### config.mk
export PLATFORM = sky130hd
export DESIGN_NAME = devctl_top
export DESIGN_NICKNAME = d
export VERILOG_FILES = /design/src/rtl/devctl_pkg.sv /design/src/rtl/devctl_dev.sv /design/src/rtl/devctl_seq.sv /design/src/rtl/devctl_regfile.sv /design/src/rtl/devctl_top.sv
export SDC_FILE = /design/constraint.sdc
export NUM_CORES = 1
export LEC_CHECK = 0
export CAP_MARGIN = 20
export CORE_MARGIN = 5
export CORE_UTILIZATION = 49
export CTS_CLUSTER_DIAMETER = 150
export DETAILED_ROUTE_END_ITERATION = 16
export MAX_ROUTING_LAYER = met4
export PLACE_DENSITY_LB_ADDON = 0.1
export SLEW_MARGIN = 20
export SYNTH_ARGS = -nofsm -noshare
export SYNTH_HDL_FRONTEND = slang
export SYNTH_SLANG_ARGS = --single-unit
### constraint.sdc
create_clock -name clk -period 8.1 [get_ports clk]
set_input_delay 1.62 -clock clk [delete_from_list [all_inputs] [get_ports clk]]
set_output_delay 1.62 -clock clk [all_outputs]
set_load 0.05 [all_outputs]
### src/rtl/devctl_pkg.sv
package devctl_pkg;

  typedef enum logic [1:0] {
    ST_IDLE = 2'd0,
    ST_WORK = 2'd1,
    ST_FIN  = 2'd2
  } ctl_state_e;

  typedef enum logic [1:0] {
    ERR_NONE    = 2'd0,
    ERR_BADCODE = 2'd1,
    ERR_BUSY    = 2'd2
  } err_code_e;

  localparam int CMD_W = 4;
  localparam logic [CMD_W-1:0] CMD_NOP   = 4'd0;
  localparam logic [CMD_W-1:0] CMD_READ  = 4'd1;
  localparam logic [CMD_W-1:0] CMD_WRITE = 4'd2;

  localparam int ADDR_CMD   = 0;
  localparam int ADDR_STAT  = 1;
  localparam int ADDR_DATA0 = 2;

  localparam int STAT_BUSY_BIT = 0;
  localparam int STAT_DONE_BIT = 1;
  localparam int STAT_ERR_LSB  = 4;

  // Result produced by the modelled device for a read command.
  function automatic logic [31:0] dev_read_value(input logic [31:0] operand);
    return (operand << 1) + operand + 32'd1;
  endfunction

  // Busy time in cycles for a given operand.
  function automatic logic [31:0] dev_cycles(input logic [31:0] lat_min,
                                             input logic [31:0] operand,
                                             input int unsigned lat_w);
    logic [31:0] mask;
    mask = (32'd1 << lat_w) - 32'd1;
    return lat_min + (operand & mask);
  endfunction

endpackage

### src/rtl/devctl_dev.sv
module devctl_dev
  import devctl_pkg::*;
#(
  parameter int DW      = 16,
  parameter int LAT_MIN = 2,
  parameter int LAT_W   = 3
) (
  input  logic          clk,
  input  logic          rst_n,
  input  logic          start,
  input  logic          is_read,
  input  logic [DW-1:0] operand,
  output logic          complete,
  output logic          res_we,
  output logic [DW-1:0] result
);
  localparam int CNT_W = $clog2(LAT_MIN + (1 << LAT_W) + 1);

  logic [CNT_W-1:0] remain;
  logic             rd_q;
  logic [DW-1:0]    res_q;

  always_ff @(posedge clk) begin
    if (!rst_n) begin
      remain <= '0;
      rd_q   <= 1'b0;
      res_q  <= '0;
    end else if (start) begin
      remain <= CNT_W'(dev_cycles(32'(LAT_MIN), 32'(operand), LAT_W));
      rd_q   <= is_read;
      res_q  <= DW'(dev_read_value(32'(operand)));
    end else if (remain != '0) begin
      remain <= remain - 1'b1;
    end
  end

  assign complete = (remain == CNT_W'(1));
  assign res_we   = complete & rd_q;
  assign result   = res_q;

  a_r3_latency_floor: assert property (@(posedge clk) disable iff (!rst_n)
    start |=> (remain >= CNT_W'(LAT_MIN)));
  a_r3_no_restart_while_running: assert property (@(posedge clk) disable iff (!rst_n)
    (remain > CNT_W'(1)) |-> !start);

endmodule

### src/rtl/devctl_seq.sv
module devctl_seq
  import devctl_pkg::*;
(
  input  logic             clk,
  input  logic             rst_n,
  input  logic             cmd_wr,
  input  logic [CMD_W-1:0] cmd_code,
  input  logic             ack_wr,
  input  logic             complete,
  output ctl_state_e       state,
  output err_code_e        err,
  output logic [CMD_W-1:0] last_cmd,
  output logic             start,
  output logic             start_read,
  output logic             cmd_accept,
  output logic             cmd_reject_busy,
  output logic             cmd_reject_code,
  output logic             ack_evt
);
  logic       code_ok;
  ctl_state_e state_nx;

  assign code_ok         = (cmd_code == CMD_NOP) || (cmd_code == CMD_READ) ||
                           (cmd_code == CMD_WRITE);
  assign cmd_reject_busy = cmd_wr && (state != ST_IDLE);
  assign cmd_reject_code = cmd_wr && (state == ST_IDLE) && !code_ok;
  assign cmd_accept      = cmd_wr && (state == ST_IDLE) && code_ok;
  assign start           = cmd_accept && (cmd_code != CMD_NOP);
  assign start_read      = (cmd_code == CMD_READ);
  assign ack_evt         = ack_wr && (state == ST_FIN);

  always_comb begin
    state_nx = state;
    case (state)
      ST_IDLE: if (start)    state_nx = ST_WORK;
      ST_WORK: if (complete) state_nx = ST_FIN;
      ST_FIN:  if (ack_evt)  state_nx = ST_IDLE;
      default:               state_nx = ST_IDLE;
    endcase
  end

  always_ff @(posedge clk) begin
    if (!rst_n) begin
      state    <= ST_IDLE;
      err      <= ERR_NONE;
      last_cmd <= '0;
    end else begin
      state <= state_nx;
      if (cmd_reject_busy)      err <= ERR_BUSY;
      else if (cmd_reject_code) err <= ERR_BADCODE;
      else if (cmd_accept)      err <= ERR_NONE;
      if (cmd_accept) last_cmd <= cmd_code;
    end
  end

  a_r2_state_legal: assert property (@(posedge clk) disable iff (!rst_n)
    (state == ST_IDLE) || (state == ST_WORK) || (state == ST_FIN));
  a_r3_start_goes_busy: assert property (@(posedge clk) disable iff (!rst_n)
    start |=> (state == ST_WORK));
  a_r6_ack_returns_idle: assert property (@(posedge clk) disable iff (!rst_n)
    ack_evt |=> (state == ST_IDLE));
  a_r7_finished_holds_on_reject: assert property (@(posedge clk) disable iff (!rst_n)
    (cmd_reject_busy && state == ST_FIN) |=> (state == ST_FIN && err == ERR_BUSY));
  a_r8_badcode_stays_idle: assert property (@(posedge clk) disable iff (!rst_n)
    cmd_reject_code |=> (state == ST_IDLE && err == ERR_BADCODE));
  a_r9_nop_stays_idle: assert property (@(posedge clk) disable iff (!rst_n)
    (cmd_accept && cmd_code == CMD_NOP) |=> (state == ST_IDLE && err == ERR_NONE));

endmodule

### src/rtl/devctl_regfile.sv
module devctl_regfile
  import devctl_pkg::*;
#(
  parameter int DW    = 16,
  parameter int NDATA = 4,
  parameter int AW    = 3
) (
  input  logic          clk,
  input  logic          rst_n,
  input  logic          rd_en,
  input  logic          wr_en,
  input  logic [AW-1:0] addr,
  input  logic [DW-1:0] wdata,
  input  logic          dev_we,
  input  logic [DW-1:0] dev_result,
  input  logic [DW-1:0] cmd_word,
  input  logic [DW-1:0] status_word,
  output logic [DW-1:0] rdata,
  output logic          rvalid,
  output logic [DW-1:0] data0
);
  logic [DW-1:0] data_q [NDATA];
  logic [DW-1:0] rd_mux;

  always_ff @(posedge clk) begin
    if (!rst_n) begin
      for (int i = 0; i < NDATA; i++) data_q[i] <= '0;
    end else begin
      for (int i = 0; i < NDATA; i++) begin
        if (i == 0 && dev_we)
          data_q[i] <= dev_result;
        else if (wr_en && addr == AW'(ADDR_DATA0 + i))
          data_q[i] <= wdata;
      end
    end
  end

  always_comb begin
    rd_mux = '0;
    if (addr == AW'(ADDR_CMD))  rd_mux = cmd_word;
    if (addr == AW'(ADDR_STAT)) rd_mux = status_word;
    for (int i = 0; i < NDATA; i++)
      if (addr == AW'(ADDR_DATA0 + i)) rd_mux = data_q[i];
  end

  always_ff @(posedge clk) begin
    if (!rst_n) begin
      rdata  <= '0;
      rvalid <= 1'b0;
    end else begin
      rvalid <= rd_en;
      if (rd_en) rdata <= rd_mux;
    end
  end

  assign data0 = data_q[0];

  a_r11_rvalid_follows_read: assert property (@(posedge clk) disable iff (!rst_n)
    rd_en |=> rvalid);
  a_r11_no_spurious_rvalid: assert property (@(posedge clk) disable iff (!rst_n)
    !rd_en |=> !rvalid);
  a_r4_result_lands: assert property (@(posedge clk) disable iff (!rst_n)
    dev_we |=> (data0 == $past(dev_result)));

endmodule

### src/rtl/devctl_top.sv
module devctl_top
  import devctl_pkg::*;
#(
  parameter int DW      = 16,
  parameter int NDATA   = 4,
  parameter int LAT_MIN = 2,
  parameter int LAT_W   = 3,
  parameter int AW      = $clog2(NDATA + ADDR_DATA0)
) (
  input  logic          clk,
  input  logic          rst_n,
  input  logic          bus_sel,
  input  logic          bus_wr,
  input  logic [AW-1:0] bus_addr,
  input  logic [DW-1:0] bus_wdata,
  output logic [DW-1:0] bus_rdata,
  output logic          bus_rvalid,
  output logic          irq
);
  logic             wr_en, rd_en, cmd_wr, ack_wr;
  ctl_state_e       state;
  err_code_e        err;
  logic [CMD_W-1:0] last_cmd;
  logic             start, start_read, cmd_accept;
  logic             cmd_reject_busy, cmd_reject_code, ack_evt;
  logic             complete, res_we;
  logic [DW-1:0]    dev_result, data0, cmd_word, status_word;
  logic             busy, done;

  assign wr_en  = bus_sel && bus_wr;
  assign rd_en  = bus_sel && !bus_wr;
  assign cmd_wr = wr_en && (bus_addr == AW'(ADDR_CMD));
  assign ack_wr = wr_en && (bus_addr == AW'(ADDR_STAT)) && bus_wdata[STAT_DONE_BIT];

  assign busy = (state == ST_WORK);
  assign done = (state == ST_FIN);
  assign irq  = done;

  always_comb begin
    status_word = '0;
    status_word[STAT_BUSY_BIT] = busy;
    status_word[STAT_DONE_BIT] = done;
    status_word[STAT_ERR_LSB +: 2] = err;
    cmd_word = '0;
    cmd_word[CMD_W-1:0] = last_cmd;
  end

  devctl_seq u_seq (
    .clk             (clk),
    .rst_n           (rst_n),
    .cmd_wr          (cmd_wr),
    .cmd_code        (bus_wdata[CMD_W-1:0]),
    .ack_wr          (ack_wr),
    .complete        (complete),
    .state           (state),
    .err             (err),
    .last_cmd        (last_cmd),
    .start           (start),
    .start_read      (start_read),
    .cmd_accept      (cmd_accept),
    .cmd_reject_busy (cmd_reject_busy),
    .cmd_reject_code (cmd_reject_code),
    .ack_evt         (ack_evt)
  );

  devctl_dev #(.DW(DW), .LAT_MIN(LAT_MIN), .LAT_W(LAT_W)) u_dev (
    .clk      (clk),
    .rst_n    (rst_n),
    .start    (start),
    .is_read  (start_read),
    .operand  (data0),
    .complete (complete),
    .res_we   (res_we),
    .result   (dev_result)
  );

  devctl_regfile #(.DW(DW), .NDATA(NDATA), .AW(AW)) u_regs (
    .clk         (clk),
    .rst_n       (rst_n),
    .rd_en       (rd_en),
    .wr_en       (wr_en),
    .addr        (bus_addr),
    .wdata       (bus_wdata),
    .dev_we      (res_we),
    .dev_result  (dev_result),
    .cmd_word    (cmd_word),
    .status_word (status_word),
    .rdata       (bus_rdata),
    .rvalid      (bus_rvalid),
    .data0       (data0)
  );

  a_r2_never_busy_and_done: assert property (@(posedge clk) disable iff (!rst_n)
    !(status_word[STAT_BUSY_BIT] && status_word[STAT_DONE_BIT]));
  a_r5_irq_rises_from_working: assert property (@(posedge clk) disable iff (!rst_n)
    $rose(irq) |-> $past(busy));
  a_r6_irq_drops_only_on_ack: assert property (@(posedge clk) disable iff (!rst_n)
    $fell(irq) |-> $past(ack_evt));
  a_r7_reject_keeps_irq: assert property (@(posedge clk) disable iff (!rst_n)
    (cmd_reject_busy && irq) |=> irq);
  a_r10_accept_clears_err: assert property (@(posedge clk) disable iff (!rst_n)
    cmd_accept |=> (status_word[STAT_ERR_LSB +: 2] == 2'd0));

endmodule

==> impl_metrics.tcl <==
set metrics [dict create \
    final_net_count 594 \
    grt_start_max_net_pins 38 \
    synthToLayoutAreaGrowth_pct 13.94 \
    report.final.slew_viol_count 0 \
    cts_hold_repair.buffers 0 \
    clock_latency_ns 0.35 \
    async_flop_share_pct 0 \
    hold_viol_final 0 \
    post_route_cells_drive_above_1_share_pct 7.181 \
    postCtsResizedCells 0 \
    firstDrtPassIters 5 \
    horizontal_die_dimension_um 116.1 \
    viasPerCell 5.821 \
    grt-ovfl-total 0 \
    synth_area_leaders "sky130_fd_sc_hd__edfxtp_1 35%, sky130_fd_sc_hd__dfxtp_1 17%, sky130_fd_sc_hd__and2_1 5.9%" \
    synth-warning-count 0 \
    numCtsBuffers 9 \
    buffer_ports.inserted 40 \
    grt_overall_usage_pct 20.94 \
    antenna_violating_nets_post_route 0 \
    fmax_mhz 241.9 \
    power.leakage_nw 2.328 \
    yosysSeqAreaShare_pct 51.58 \
    maximum_fanout_count_along_the_critical_path 17 \
    final_common_cell "sky130_fd_sc_hd__edfxtp_1" \
    timing.critical_path.to_type "register" \
    n_diodes 0 \
    p_int_uw 943.1 \
    cap_violations 0 \
    worst_setup_hold_path_clk_slew_ns 0.07 \
    timing.final.crit_period_ns 4.134 \
    tritoncts "yes" \
    combPwrFrac_pct 15.2 \
    chipHeight_um 116.1 \
    routed_wirelength_mm 12.45 \
    timing.clock.skew_ns 0.007589 \
    fillers 944 \
    timing.setup.critical_path_class "primary input to register" \
    clkSinkCount 110 \
    synth-seq-cells 110 \
    rsz_0062_raised_after_global_routing "no" \
    timing.critical_path.from_type "primary input" \
    switching_share_pct 26.07 \
    grt_most_used_layer "met2" \
    totalNegativeSetupSlack_ns 0 \
    yosysTopAreaCell "sky130_fd_sc_hd__edfxtp_1" \
    num_vias 4057 \
    use_met2_pct 31.19 \
    start_util_pct 50.40 \
    groute.layer.met1.usage_pct 28.65 \
    floorplan_row_count 38 \
    detail_route.wl_per_cell_um 17.86 \
    timing.slew.headroom_pct 30.95 \
    synth_cell_type_count 52 \
    critical_path.top_delay_family "simple AND/OR/NAND/NOR gates" \
    result_of_the_run "finished, final reports clean" \
    gp_congestion 0.8802 \
    postCtsSetupBuffers 0 \
    die_area_mm2 0.01347 \
    setup_slack_ns 3.966 \
    clockRootBuffer "sky130_fd_sc_hd__clkbuf_16" \
    worst_path_largest_cell_delay_ns 0.78 \
    post-dp-hpwl_mm 9.109 \
    critPathMostFrequentCell "sky130_fd_sc_hd__nand2_1" \
    power.clock.fraction_pct 34.5 \
    worst_slew_pin_slew_ns 1.036 \
    critPathSlowestCell "sky130_fd_sc_hd__clkdlybuf4s50_1" \
    setup_viol 0 \
    grt_first_pass_wirelength_mm 20.93 \
    grt.met3_usage_pct 4.543 \
    placement_setup_slack_ns 3.653 \
    first_global_vias 4064 \
    design.portCount 41 \
    drt_iter0_markers 345 \
    drc_errors 0 \
    hp-class "register to register" \
    postSynth.topFlopCell "sky130_fd_sc_hd__edfxtp_1" \
    layout_common_cells "64 x sky130_fd_sc_hd__edfxtp_1, 53 x sky130_fd_sc_hd__nor2_1, 52 x sky130_fd_sc_hd__and2_1, 46 x sky130_fd_sc_hd__dfxtp_1, 39 x sky130_fd_sc_hd__clkdlybuf4s50_1" \
    design.core.area_mm2 0.01094 \
    syn_avg_cell_area_um2 10.46 \
    cts.htree.levels 3 \
    worstPathBufferInverterCount 1 \
    worstPathCellList "clkdlybuf4s50_1 -> nand2b_1 -> o31ai_1 -> nand2_1 -> nand2_1" \
    antenna_found_initial 0 \
    fin_crit_sh_pct 51.03 \
    ir_worst_vdd_uv 225.0 \
    netlist_area_mm2 0.005512 \
    cts-root-to-sink-buffers 2 \
    power_per_cell_area_mw_per_mm2 203.1 \
    syn_nets 569 \
    syn_inst 527 \
    critical_path_required_ns 8.08 \
    critPathArrivalTime_ns 4.11 \
    synth_edf_count 64 \
    synth_top_cell_area_share_pct 34.87 \
    p_sw_uw 332.6 \
    seqPwrFrac_pct 50.3 \
]
[cell usage after synthesis, types with 5 or more instances]
cell and number:
sky130_fd_sc_hd__dfxtp_1 46, sky130_fd_sc_hd__or3_1 6, sky130_fd_sc_hd__mux2i_1 27, sky130_fd_sc_hd__a22oi_1 5, sky130_fd_sc_hd__edfxtp_1 64, sky130_fd_sc_hd__nor2_1 53, sky130_fd_sc_hd__xnor2_1 6, sky130_fd_sc_hd__nand4_1 5
sky130_fd_sc_hd__nor3_1 10, sky130_fd_sc_hd__a21oi_1 31, sky130_fd_sc_hd__ha_1 18, sky130_fd_sc_hd__xor2_1 5, sky130_fd_sc_hd__o22ai_1 16, sky130_fd_sc_hd__nand2_1 35, sky130_fd_sc_hd__and2_1 52, sky130_fd_sc_hd__nand3_1 10
sky130_fd_sc_hd__inv_1 6, sky130_fd_sc_hd__o21ai_0 25, sky130_fd_sc_hd__nor2b_1 6, sky130_fd_sc_hd__buf_2 10, sky130_fd_sc_hd__o221ai_1 18, sky130_fd_sc_hd__clkbuf_1 17
[registers in the layout (all words and copies together), names as in the netlist]
register and cells:
u_dev.rd_q 1, u_dev.remain 4, u_dev.result 16, u_regs.data_q 64
u_regs.rdata 16, u_regs.rvalid 1, u_seq.err 2, u_seq.last_cmd 4
u_seq.state 2
[area by class of cell]
cell class	instances	area (um2)	area share, %
Multi-Input combinational cell	380	2510	39.97
Inverter	6	22.52	0.3586
Clock inverter	7	71.32	1.136
Timing Repair Buffer	45	432.9	6.894
Clock buffer	9	225.2	3.586
Tap cell	140	175.2	2.789
Sequential cell	110	2843	45.27
[metal layers]
metal / vias to the layer above / routed length (um)
met5: - / 0
met4: 0 / 264
met3: 17 / 797
met2: 117 / 5679
met1: 1941 / 5706
li1: 1982 / -
[stage by stage]
stage	utilization [%]	power, mW	cell area [um2]	hold slack, ns	cells
2_1_floorplan	-	0.7890	5512	0.4302	527
3_3_place_gp	54.67	0.8425	5978	0.4446	681
3_5_place_dp	54.67	0.8476	5978	0.4485	681
4_1_cts	57.38	1.286	6275	0.4625	697
5_1_grt	57.43	1.343	6280	0.4920	697
6_report	57.43	1.276	6280	0.4652	697
[power groups by stage]
stage | Clock [mW] | Sequential (mW) | Combinational (mW)
3_3_place_gp | 0 | 0.653 | 0.190
3_5_place_dp | 0 | 0.654 | 0.193
4_1_cts | 0.449 | 0.642 | 0.195
6_report | 0.440 | 0.642 | 0.194
2_1_floorplan | 0 | 0.667 | 0.122
5_1_grt | 0.478 | 0.646 | 0.219
[cell families (layout without fill, tap and decap cells)]
kind of cell    count (synthesis)  count (layout)  synth area share (%)
compound gates                121             121                 14.51
xor+xnor                       11              11                 1.748
fa+ha+maj                      19              19                 4.450
buf+inv                        37              67                 3.019
flops                         110             110                 51.58
mux                            33              33                 6.538
simple gates                  196             196                 18.16
[path summary, 6_finish.rpt]
kind,cells past startpoint,end,from,slack (ns)
max,5,u_regs.data_q[0][10],bus_addr[1],3.97
min,1,u_seq.last_cmd[2],u_seq.last_cmd[2],0.47
max reg2reg,7,u_regs.data_q[0][10],u_dev.remain[1],5.20
min reg2reg,1,u_seq.last_cmd[2],u_seq.last_cmd[2],0.47
No activity file was read; power rests on OpenSTA's default activity.
